[src/rtl/adc_rdc_pkg.sv]
// Shared types for the ADC read-during-conversion sequencer.
// Assumes: nothing beyond the 1800-2017 language.
package adc_rdc_pkg;

    // Sequencer phases: idle, start pulse, wait for a result, read pulse, bus quiet
    typedef enum logic [2:0] {
        ST_IDLE  = 3'd0,
        ST_START = 3'd1,
        ST_WAIT  = 3'd2,
        ST_READ  = 3'd3,
        ST_QUIET = 3'd4
    } seq_state_t;

    // Smallest synchronizer chain accepted for the asynchronous converter strobes
    localparam int SYNC_MIN = 2;

endpackage

[src/rtl/adc_rdc_sync.sv]
// Multi-bit synchronizer: one independent flop chain per bit.
// Assumes: each bit is a slow level signal whose value alone matters; the
// bits are not a coherent bus. Chains reset to 1 (inactive for active-low lines).
module adc_rdc_sync #(
    parameter int W      = 2,
    parameter int STAGES = 2
) (
    input  logic         clk,
    input  logic         rst_n,
    input  logic [W-1:0] async_in,
    output logic [W-1:0] sync_out
);

    for (genvar b = 0; b < W; b++) begin : g_bit
        logic [STAGES-1:0] chain;

        // shift the raw input into a per-bit flop chain
        always_ff @(posedge clk) begin
            if (!rst_n) begin
                chain <= '1;
            end else begin
                chain <= {chain[STAGES-2:0], async_in[b]};
            end
        end

        assign sync_out[b] = chain[STAGES-1];
    end

endmodule

[src/rtl/adc_rdc_seq.sv]
// Conversion sequencer: start pulse, wait for each ready-strobe fall, timed
// read pulse, end-of-sequence decision, timeout abort, and quiet time.
// Assumes: done_lvl and final_lvl are already synchronized. Strobe falls that
// arrive while a read is still running are not queued (the converter spaces its
// results further apart than one read). Configuration is stable during a sequence.
module adc_rdc_seq
    import adc_rdc_pkg::*;
#(
    parameter int CHW        = 3,
    parameter int RDW        = 4,
    parameter int QW         = 8,
    parameter int WAIT_LIMIT = 256
) (
    input  logic           clk,
    input  logic           rst_n,
    input  logic           start,
    input  logic [CHW-1:0] cfg_nchan,
    input  logic [RDW-1:0] cfg_rd_len,
    input  logic [QW-1:0]  cfg_quiet_len,
    input  logic           done_lvl,
    input  logic           final_lvl,
    output seq_state_t     state,
    output logic           cap_en,
    output logic           cap_last,
    output logic [CHW-1:0] cap_idx,
    output logic           err_timeout
);

    localparam int CW = (RDW > QW) ? RDW : QW;
    localparam int TW = $clog2(WAIT_LIMIT + 1);
    localparam logic [TW-1:0] TO_LAST = TW'(WAIT_LIMIT - 1);

    logic [CW-1:0]  ph_cnt;
    logic [TW-1:0]  to_cnt;
    logic [CHW-1:0] idx;
    logic           done_prev;
    logic           done_fell;
    logic [CW-1:0]  rd_last;
    logic [CW-1:0]  q_last;
    logic           rd_done;
    logic           seq_last;

    // terminal counts for the read pulse and quiet time, zero clamped to one cycle
    always_comb begin
        rd_last  = (cfg_rd_len == '0)    ? '0 : CW'(cfg_rd_len - 1'b1);
        q_last   = (cfg_quiet_len == '0) ? '0 : CW'(cfg_quiet_len - 1'b1);
        rd_done  = (state == ST_READ) && (ph_cnt == rd_last);
        seq_last = !final_lvl || (idx == cfg_nchan);
    end

    assign done_fell = done_prev && !done_lvl;
    assign cap_en    = rd_done;
    assign cap_last  = seq_last;
    assign cap_idx   = idx;

    // remember the previous synchronized ready level for fall detection
    always_ff @(posedge clk) begin
        if (!rst_n) begin
            done_prev <= 1'b1;
        end else begin
            done_prev <= done_lvl;
        end
    end

    // phase sequencing with its cycle counters, read index and abort flag
    always_ff @(posedge clk) begin
        if (!rst_n) begin
            state       <= ST_IDLE;
            ph_cnt      <= '0;
            to_cnt      <= '0;
            idx         <= '0;
            err_timeout <= 1'b0;
        end else begin
            case (state)
                ST_IDLE: begin
                    if (start) begin
                        state       <= ST_START;
                        idx         <= '0;
                        err_timeout <= 1'b0;
                    end
                end
                ST_START: begin
                    state  <= ST_WAIT;
                    to_cnt <= '0;
                end
                ST_WAIT: begin
                    if (done_fell) begin
                        state  <= ST_READ;
                        ph_cnt <= '0;
                    end else if (to_cnt == TO_LAST) begin
                        state       <= ST_QUIET;
                        ph_cnt      <= '0;
                        err_timeout <= 1'b1;
                    end else begin
                        to_cnt <= to_cnt + 1'b1;
                    end
                end
                ST_READ: begin
                    if (rd_done) begin
                        idx    <= idx + 1'b1;
                        to_cnt <= '0;
                        ph_cnt <= '0;
                        state  <= seq_last ? ST_QUIET : ST_WAIT;
                    end else begin
                        ph_cnt <= ph_cnt + 1'b1;
                    end
                end
                ST_QUIET: begin
                    if (ph_cnt == q_last) begin
                        state <= ST_IDLE;
                    end else begin
                        ph_cnt <= ph_cnt + 1'b1;
                    end
                end
                default: state <= ST_IDLE;
            endcase
        end
    end

    // the start phase is entered only from idle on a request
    p_start_from_idle_r2: assert property (@(posedge clk) disable iff (!rst_n)
        (state == ST_START) |-> ($past(state) == ST_IDLE && $past(start)));

    // a read is entered from waiting only on a detected strobe fall
    p_read_needs_edge_r3: assert property (@(posedge clk) disable iff (!rst_n)
        (state == ST_READ && $past(state) == ST_WAIT) |-> $past(done_fell));

    // the abort flag rises only out of the waiting phase
    p_err_from_wait_r8: assert property (@(posedge clk) disable iff (!rst_n)
        $rose(err_timeout) |-> ($past(state) == ST_WAIT));

endmodule

[src/rtl/adc_rdc_capture.sv]
// Output register stage: holds the captured word, its channel index and the
// last-word mark, and raises a one-cycle valid.
// Assumes: cap_en is a single-cycle strobe at the end of each read.
module adc_rdc_capture #(
    parameter int DW  = 14,
    parameter int CHW = 3
) (
    input  logic           clk,
    input  logic           rst_n,
    input  logic           cap_en,
    input  logic [DW-1:0]  cap_data,
    input  logic [CHW-1:0] cap_idx,
    input  logic           cap_last,
    output logic           smp_valid,
    output logic [DW-1:0]  smp_data,
    output logic [CHW-1:0] smp_chan,
    output logic           smp_last
);

    // register the bus word and its tags when a read completes
    always_ff @(posedge clk) begin
        if (!rst_n) begin
            smp_valid <= 1'b0;
            smp_data  <= '0;
            smp_chan  <= '0;
            smp_last  <= 1'b0;
        end else begin
            smp_valid <= cap_en;
            if (cap_en) begin
                smp_data <= cap_data;
                smp_chan <= cap_idx;
                smp_last <= cap_last;
            end
        end
    end

    // each word is presented for exactly one cycle
    p_valid_pulse_r5: assert property (@(posedge clk) disable iff (!rst_n)
        smp_valid |=> !smp_valid);

endmodule

[src/rtl/adc_rdc_ctrl.sv]
// Top of the ADC read-during-conversion sequencer: synchronizes the converter
// strobes, runs the sequencer and registers output words.
// Assumes: converter strobes are asynchronous and active low; the data bus is
// stable while the read line is low; chip select may mirror the read line.
module adc_rdc_ctrl
    import adc_rdc_pkg::*;
#(
    parameter int DW          = 14,
    parameter int CHW         = 3,
    parameter int RDW         = 4,
    parameter int QW          = 8,
    parameter int WAIT_LIMIT  = 256,
    parameter int SYNC_STAGES = 2
) (
    input  logic           clk,
    input  logic           rst_n,
    input  logic           start,
    input  logic [CHW-1:0] cfg_nchan,
    input  logic [RDW-1:0] cfg_rd_len,
    input  logic [QW-1:0]  cfg_quiet_len,
    input  logic           adc_done_n,
    input  logic           adc_final_n,
    input  logic [DW-1:0]  adc_data,
    output logic           adc_conv_go,
    output logic           adc_read_n,
    output logic           adc_sel_n,
    output logic           smp_valid,
    output logic [DW-1:0]  smp_data,
    output logic [CHW-1:0] smp_chan,
    output logic           smp_last,
    output logic           busy,
    output logic           err_timeout
);

    localparam int NSTG = (SYNC_STAGES < SYNC_MIN) ? SYNC_MIN : SYNC_STAGES;

    logic [1:0]     strobe_sync;
    seq_state_t     state;
    logic           cap_en;
    logic           cap_last;
    logic [CHW-1:0] cap_idx;

    adc_rdc_sync #(
        .W      (2),
        .STAGES (NSTG)
    ) u_sync (
        .clk      (clk),
        .rst_n    (rst_n),
        .async_in ({adc_final_n, adc_done_n}),
        .sync_out (strobe_sync)
    );

    adc_rdc_seq #(
        .CHW        (CHW),
        .RDW        (RDW),
        .QW         (QW),
        .WAIT_LIMIT (WAIT_LIMIT)
    ) u_seq (
        .clk           (clk),
        .rst_n         (rst_n),
        .start         (start),
        .cfg_nchan     (cfg_nchan),
        .cfg_rd_len    (cfg_rd_len),
        .cfg_quiet_len (cfg_quiet_len),
        .done_lvl      (strobe_sync[0]),
        .final_lvl     (strobe_sync[1]),
        .state         (state),
        .cap_en        (cap_en),
        .cap_last      (cap_last),
        .cap_idx       (cap_idx),
        .err_timeout   (err_timeout)
    );

    adc_rdc_capture #(
        .DW  (DW),
        .CHW (CHW)
    ) u_cap (
        .clk       (clk),
        .rst_n     (rst_n),
        .cap_en    (cap_en),
        .cap_data  (adc_data),
        .cap_idx   (cap_idx),
        .cap_last  (cap_last),
        .smp_valid (smp_valid),
        .smp_data  (smp_data),
        .smp_chan  (smp_chan),
        .smp_last  (smp_last)
    );

    // converter-side strobes decoded from the registered phase
    assign adc_conv_go = (state == ST_START);
    assign adc_read_n  = (state != ST_READ);
    assign adc_sel_n   = adc_read_n;
    assign busy        = (state != ST_IDLE);

    // the conversion start is a single-cycle pulse
    p_go_pulse_r2: assert property (@(posedge clk) disable iff (!rst_n)
        adc_conv_go |=> !adc_conv_go);

    // a read longer than one cycle keeps the line low after its first cycle
    p_read_width_r4: assert property (@(posedge clk) disable iff (!rst_n)
        ($fell(adc_read_n) && (cfg_rd_len > 1)) |=> !adc_read_n);

    // an output word follows a cycle in which the read line was low
    p_valid_after_read_r5: assert property (@(posedge clk) disable iff (!rst_n)
        smp_valid |-> !$past(adc_read_n));

    // a conversion never starts straight out of a read cycle
    p_no_go_after_read_r7: assert property (@(posedge clk) disable iff (!rst_n)
        $rose(adc_conv_go) |-> $past(adc_read_n));

endmodule

[config.mk]
export PLATFORM = sky130hd
export DESIGN_NAME = adc_rdc_ctrl
export DESIGN_NICKNAME = d
export VERILOG_FILES = /design/src/rtl/adc_rdc_pkg.sv /design/src/rtl/adc_rdc_sync.sv /design/src/rtl/adc_rdc_seq.sv /design/src/rtl/adc_rdc_capture.sv /design/src/rtl/adc_rdc_ctrl.sv
export SDC_FILE = /design/constraint.sdc
export NUM_CORES = 1
export LEC_CHECK = 0
export CAP_MARGIN = 20
export CORE_ASPECT_RATIO = 1.2
export CORE_MARGIN = 10
export CORE_UTILIZATION = 30
export DETAILED_ROUTE_END_ITERATION = 10
export GPL_TIMING_DRIVEN = 0
export PLACE_DENSITY = 0.56
export SYNTH_ARGS = -nofsm -noshare
export SYNTH_HDL_FRONTEND = slang
export SYNTH_SLANG_ARGS = --single-unit
[constraint.sdc]
create_clock -name clk -period 2.52 [get_ports clk]
set_input_delay 0.252 -clock clk [delete_from_list [all_inputs] [get_ports clk]]
set_output_delay 0.252 -clock clk [all_outputs]
set_load 0.02 [all_outputs]
==> qor.yml, run 1 <==
setup_viol: 0
clock_latency_ns: 0.29
min_period_over_period_pct: 95.7
syn_nets: 409
yosysSeqAreaShare_pct: 32.8
critPathArrivalTime_ns: 2.63
cpMostUsedCell: "or4_4"
grt_max_degree: 20
die_y_um: 128
dieArea_um2: 14100
yosys_warnings: 0
cp-start-kind: "input pin"
dp_hpwl_um: 6150
cp_slowest_cell: "clkdlybuf4s50_1"
finalSetupTns_ns: 0
crit_chain: "clkdlybuf4s50_1 -> or4_4 -> buf_6 -> or4_4 -> a21oi_2 -> and4b_1 -> buf_4 -> nand4_4 -> nor3b_4 -> mux2i_1"
drive_gt1_share_pct: 13.3
hp-class: "reg -> reg"
antenna_found_initial: 0
critPathCaptureType: "flop"
synth-main-ff-cell: "dfxtp_1"
ctsHtreeMaxLevel: 2
grt.total_usage_pct: 11.1
die_x_um: 110
critPathMaxStageDelay_ns: 0.43
fin_cells: 558
synth_edf_count: 0
skew_ns: 0.00492
worst_ep_required_time_ns: 2.74
ant_nets: 0
syn_inst: 370
cts_buffer_depth: 2
grt_overflow_total: 0
drt_iter0_markers: 91
wl_per_cell_um: 14.1
status: "finished clean"
syn_area_um2: 2930
area.growth.synth_to_final_pct: 33.0
num_io_pins: 58
initial_core_util_pct: 30.8
clk_pin_slew_ns: 0.06
cts_root_buf: "clkbuf_16"
final_common_cell: "nand2_1"
finalWirelength_um: 7850
cts.sinks: 48
io_buffers: 55
critPathMaxFanout: 6
num_vias: 2833
firstDrtPassIters: 5
finalMaxSlewViolations: 0
drv_cap: 0
max_slew_margin_pct: 62.4
routabilityCongestion: 0.842
rows: 39
ys_types: 62
worst_pin_slew_ns: 0.564
max-vdd-ir-drop_uv: 231
drcViolationCount: 0
cts-buffers-inserted: 5
finalHoldViolCount: 0
grt_pass1_vias: 2730
synth-seq-cells: 48
power_density_nw_per_um2: 431
avgViaCountPerCell: 5.08
coreArea_um2: 9520
grt_pass1_wl_um: 12900
holdBufCountCts: 0
max_freq_ghz: 0.415
cts_tree: "built"
dpl.cell_count: 548
leakagePower_nw: 1.43
fin_nets: 474
async_reset_ff_share_pct: 0
synth_top_area_share_pct: 32.8
synth_area_leaders: "dfxtp_1 (33%), nand2_1 (7.8%), a21boi_0 (5.6%)"
synth_area_per_cell_um2: 7.92
final_cell_mix: "nand2_1 (60), clkdlybuf4s50_1 (51), dfxtp_1 (47), nor2_1 (27), a21boi_0 (21)"
crit_type: "in -> reg"
period_needed_ns: 2.41
final_core_util_pct: 41.0
antenna_cells: 0
yosys.area.top_type: "dfxtp_1"
-- critical path, delay by kind of cell --
| family | cells | cell delay, ns |
|---|---|---|
| buffers and inverters | 3 | 0.71 |
| muxes | 1 | 0.20 |
| and+or+nand+nor | 5 | 1.34 |
| AOI/OAI and AO/OA | 1 | 0.13 |
-- cell families after synthesis --
| kind of cell | share of synthesized area, % |
|---|---|
| buf+inv | 4.35 |
| fa+ha+maj | 2.13 |
| flops | 32.8 |
| xor+xnor | 5.08 |
| simple gates | 30.7 |
| mux | 3.16 |
| compound gates | 21.8 |
-- state kept, by name, summed over array words and instances (netlist names) --
| register | cells |
|---|---|
| u_cap.smp_chan | 3 |
| u_cap.smp_data | 14 |
| u_cap.smp_last | 1 |
| u_cap.smp_valid | 1 |
| u_seq.cap_idx | 3 |
| u_seq.done_prev | 1 |
| u_seq.err_timeout | 1 |
| u_seq.ph_cnt | 8 |
| u_seq.state | 3 |
| u_seq.to_cnt | 9 |
| u_sync.g_bit.chain | 4 |
-- stage by stage --
stage | instance area (um2) | hold WS (ns) | setup WS, ns | power (W)
floorplan | 2930 | 0.353 | 0.136 | 0.000941
global placement | 3640 | 0.398 | -0.685 | 0.00104
detailed placement | 3640 | 0.396 | -0.737 | 0.00105
CTS | 3810 | 0.411 | 0.00627 | 0.00169
global route | 3900 | 0.416 | -0.00317 | 0.00177
finish | 3900 | 0.407 | 0.108 | 0.00168
-- synth_stat cells (3+ instances only) --
| library cell | count |
|---|---|
| a21boi_0 | 22 |
| a21oi_1 | 17 |
| a31oi_1 | 7 |
| and2_1 | 6 |
| and3_1 | 7 |
| buf_2 | 6 |
| clkbuf_1 | 13 |
| dfxtp_1 | 48 |
| ha_1 | 5 |
| inv_1 | 6 |
| mux2i_1 | 7 |
| nand2_1 | 61 |
| nand2b_1 | 12 |
| nand3_1 | 7 |
| nand4_1 | 3 |
| nor2_1 | 29 |
| nor2b_1 | 6 |
| nor3_1 | 7 |
| nor3b_1 | 4 |
| nor4_1 | 3 |
| o211ai_1 | 6 |
| o21ai_0 | 13 |
| o21ai_2 | 3 |
| o31ai_1 | 3 |
| or2_2 | 4 |
| or3_1 | 3 |
| or4_1 | 3 |
| xnor2_1 | 4 |
| xor2_1 | 10 |
-- what timing repair did --
action                                  CTS  global route
buffers inserted                          2             4
pin swaps                                 2             7
endpoints found under the setup margin   29            38
resized for setup                        11            24
-- per-layer routing --
layer | wire length [um] | global-route usage [%] | share of wire (%)
met5 | 0 | 0 | 0
met1 | 3490 | 12.8 | 44
met4 | 146 | 3.86 | 1.9
met3 | 443 | 2.41 | 5.6
met2 | 3770 | 19.4 | 48
-- power by group --
group / switching [W] / internal (W)
sequential: 0.00000841 / 0.000769
combinational: 0.000141 / 0.000134
clock: 0.000269 / 0.000361
total: 0.000418 / 0.00126
-- area by class of cell --
type	count	area [um2]
Buffer	19	106
Clock buffer	6	129
Clock inverter	1	5.00
Fill cell	1002	5620
Inverter	6	22.5
Multi-Input combinational cell	294	1930
Sequential cell	48	962
Tap cell	123	154
Timing Repair Buffer	61	594
-- final timing paths --
kind	startpoint	endpoint	slack (ns)	cells after the start
worst max-delay path	cfg_quiet_len[6]	u_seq.ph_cnt[4]$_SDFFE_PN0P_	0.11	10
worst min-delay path	u_sync.g_bit[1].chain[0]$_SDFF_PN1_	u_sync.g_bit[1].chain[1]$_SDFF_PN1_	0.41	1
worst max register to register	u_seq.to_cnt[3]$_SDFFE_PN0P_	u_seq.ph_cnt[3]$_SDFFE_PN0P_	0.15	9
worst min register to register	u_sync.g_bit[1].chain[0]$_SDFF_PN1_	u_sync.g_bit[1].chain[1]$_SDFF_PN1_	0.41	1
No activity file was read; power rests on OpenSTA's default activity.
==> inputs of run 2 (changes only) <==
Settings changed: CORE_UTILIZATION 30 to 47, PLACE_DENSITY 0.56 to 0.8.
==> run 2 against run 1 <==
Against the previous run:
- first-iteration DRC count up 97%
- count of clock-buffer cells in the layout unchanged
- via count up 1.2%
- largest power group unchanged
- highest routed layer unchanged
==> qor.yml, run 2 (same netlist as run 1, synthesis figures left out) <==
antenna_found_initial: 0  # unchanged
max-vdd-ir-drop_uv: 218  # -5.8%
period_needed_ns: 2.47  # +0.0624 ns
crit_type: "in -> reg"
largest-register: "u_cap.smp_data"
clk_pin_slew_ns: 0.09  # +0.03 ns
final_cell_area_um2: 3780  # -3.1%
drive_gt1_share_pct: 12.9  # -0.40 points
initial_core_util_pct: 48.4  # +18 points
critPathMaxFanout: 7  # +1
cts_tree: "built"
r2r-start: "u_seq.to_cnt[4]$_SDFFE_PN0P_"
wl_per_cell_um: 14.8  # +5.2%
io_buffers: 55  # unchanged
skew_ns: 0.00747  # +0.00255 ns
r2r_cells: 10  # +1
finalWirelength_um: 7620  # -2.9%
crit_chain: "clkdlybuf4s50_1 -> or4_1 -> buf_2 -> or4_4 -> a21oi_1 -> and4b_1 -> and3_4 -> o21ai_2 -> mux2i_1"
status: "finished clean"
avgViaCountPerCell: 5.57  # +9.6%
top_regs: "u_cap.smp_data: 14 flops, u_seq.to_cnt: 9 flops, u_seq.ph_cnt: 8 flops"
antenna_cells: 0  # unchanged
min_from: "u_sync.g_bit[1].chain[0]$_SDFF_PN1_"
cp_slowest_cell: "or4_1"
critPathArrivalTime_ns: 2.71  # +0.08 ns
num_vias: 2867  # +1.2%
crit_buf_inv: 2  # -1
dieArea_um2: 9810  # -31%
num_io_pins: 58  # unchanged
worst-path-stages: 9  # -1
die_y_um: 107  # -17%
cts-buffers-inserted: 5  # unchanged
grt_overflow_total: 0  # unchanged
finalSetupTns_ns: 0  # unchanged
worst_ep_required_time_ns: 2.76  # +0.02 ns
placed_area_um2: 3580  # -1.4%
cts_buffer_depth: 2  # unchanged
grt_max_degree: 19  # -5.0%
drt_iter0_markers: 179  # +97%
grt.total_usage_pct: 15.0  # +3.9 points
critPathMaxStageDelay_ns: 0.51  # +0.08 ns
clock_latency_ns: 0.31  # +0.02 ns
coreArea_um2: 6050  # -36%
max_freq_ghz: 0.404  # -2.5%
critPathTopFamily: "simple AND/OR/NAND/NOR gates"
power_density_nw_per_um2: 407  # -5.7%
routabilityCongestion: 0.884  # +5.0%
endpoint: "u_seq.ph_cnt[3]$_SDFFE_PN0P_"
finalMaxSlewViolations: 0  # unchanged
final_common_cell: "nand2_1"
max_slew_margin_pct: 57.9  # -4.5 points
firstDrtPassIters: 4  # -1
worst_pin_slew_ns: 0.627  # +0.0638 ns
drv_cap: 0  # unchanged
die_x_um: 92.1  # -16%
grt_pass1_wl_um: 12600  # -2.7%
rrSetupSlack_ns: 0.14  # about the same
cp-startpoint: "cfg_quiet_len[2]"
reg2reg_to: "u_seq.to_cnt[6]$_SDFFE_PN0P_"
fin_nets: 471  # -0.63%
cts_root_buf: "clkbuf_8"
holdBufCountCts: 0  # unchanged
min_period_over_period_pct: 98.2  # +2.5 points
ant_nets: 0  # unchanged
cp-start-kind: "input pin"
cts.sinks: 48  # unchanged
largest_reg_flops: 14  # unchanged
grt_pass1_vias: 2768  # +1.4%
area.growth.synth_to_final_pct: 28.9
rows: 31  # -21%
finalHoldViolCount: 0  # unchanged
leakagePower_nw: 1.42  # -0.54%
drcViolationCount: 0  # unchanged
rsz0062_at_grt: "yes"
setup_viol: 0  # unchanged
ctsHtreeMaxLevel: 2  # unchanged
final_cell_mix: "nand2_1 (61), clkdlybuf4s50_1 (50), dfxtp_1 (47), nor2_1 (26), a21boi_0 (21)"
critPathCaptureType: "flop"
dp_hpwl_um: 5870  # -4.5%
hp-class: "reg -> reg"
[run 2: changes by cell type in the layout (fill, tap and decap cells not counted), moves of 2 or more]
cell and delta:
buf_2 +2, clkbuf_1 -4, o21ai_2 -2, clkbuf_2 +2
o21ai_1 +2, clkbuf_16 -5, clkbuf_8 +6, buf_4 -2
[run 2: report_power, final]
| part | internal [W] | total [W] | switching [W] |
|---|---|---|---|
| combinational | 0.000130 | 0.000269 | 0.000139 |
| clock | 0.000225 | 0.000492 | 0.000268 |
| sequential | 0.000768 | 0.000776 | 0.00000819 |
| total | 0.00112 | 0.00154 | 0.000415 |
[run 2: worst register-to-register path: cells and delay by family, from the launching register on]
kind	cells	cell delay (ns)
AND/OR/NAND/NOR	6	1.37
AO/OA/AOI/OAI	3	0.38
flip-flops	1	0.34
adder cells (fa/ha/maj)	1	0.23
[run 2: how the worst min path moves through the flow]
stage / to / slack [ns] / cells after the start
finish: u_sync.g_bit[1].chain[1]$_SDFF_PN1_ / 0.42 / 1
global route: u_sync.g_bit[1].chain[1]$_SDFF_PN1_ / 0.44 / 1
CTS: u_sync.g_bit[1].chain[1]$_SDFF_PN1_ / 0.42 / 1
detailed placement: u_sync.g_bit[1].chain[1]$_SDFF_PN1_ / 0.40 / 1
global placement: u_sync.g_bit[1].chain[1]$_SDFF_PN1_ / 0.40 / 1
floorplan: u_sync.g_bit[0].chain[0]$_SDFF_PN1_ / 0.35 / 1
[run 2: layout make-up]
class                   instances  area (um2)
plain buffers                  19         104
clock buffers                   6        82.6
clock inverters                 2        13.8
fillers                       563        2270
inverters                       6        22.5
multi-input cells             294        1920
flip-flops and latches         48         962
well taps                      82         103
repair buffers                 58         574
[run 2: repair_timing]
item / in CTS / in global routing
pin swaps: 1 / 3
endpoints found under the hold margin: 0 / 0
resized for setup: 13 / 20
buffers inserted: 1 / 2
endpoints found under the setup margin: 29 / 37
[run 2: metrics by stage]
stage               hold WS (ns)  total power (W)  std cells  setup WS (ns)  utilization [%]
global placement           0.397          0.00104        507         -0.632             59.2
finish                     0.418          0.00154        515         0.0453             62.4
CTS                        0.424          0.00154        514         0.0268             61.6
global route               0.441          0.00161        515       -0.00319             62.4
floorplan                  0.353         0.000941        370          0.136                -
detailed placement         0.398          0.00104        507         -0.685             59.2
[run 2: metal layers]
metal	wire (um)	global-route usage [%]	vias to the layer above
met5	0	0	-
met2	3850	27.2	90
met3	389	3.10	14
met1	3220	16.7	1329
li1	-	-	1434
met4	165	5.96	0
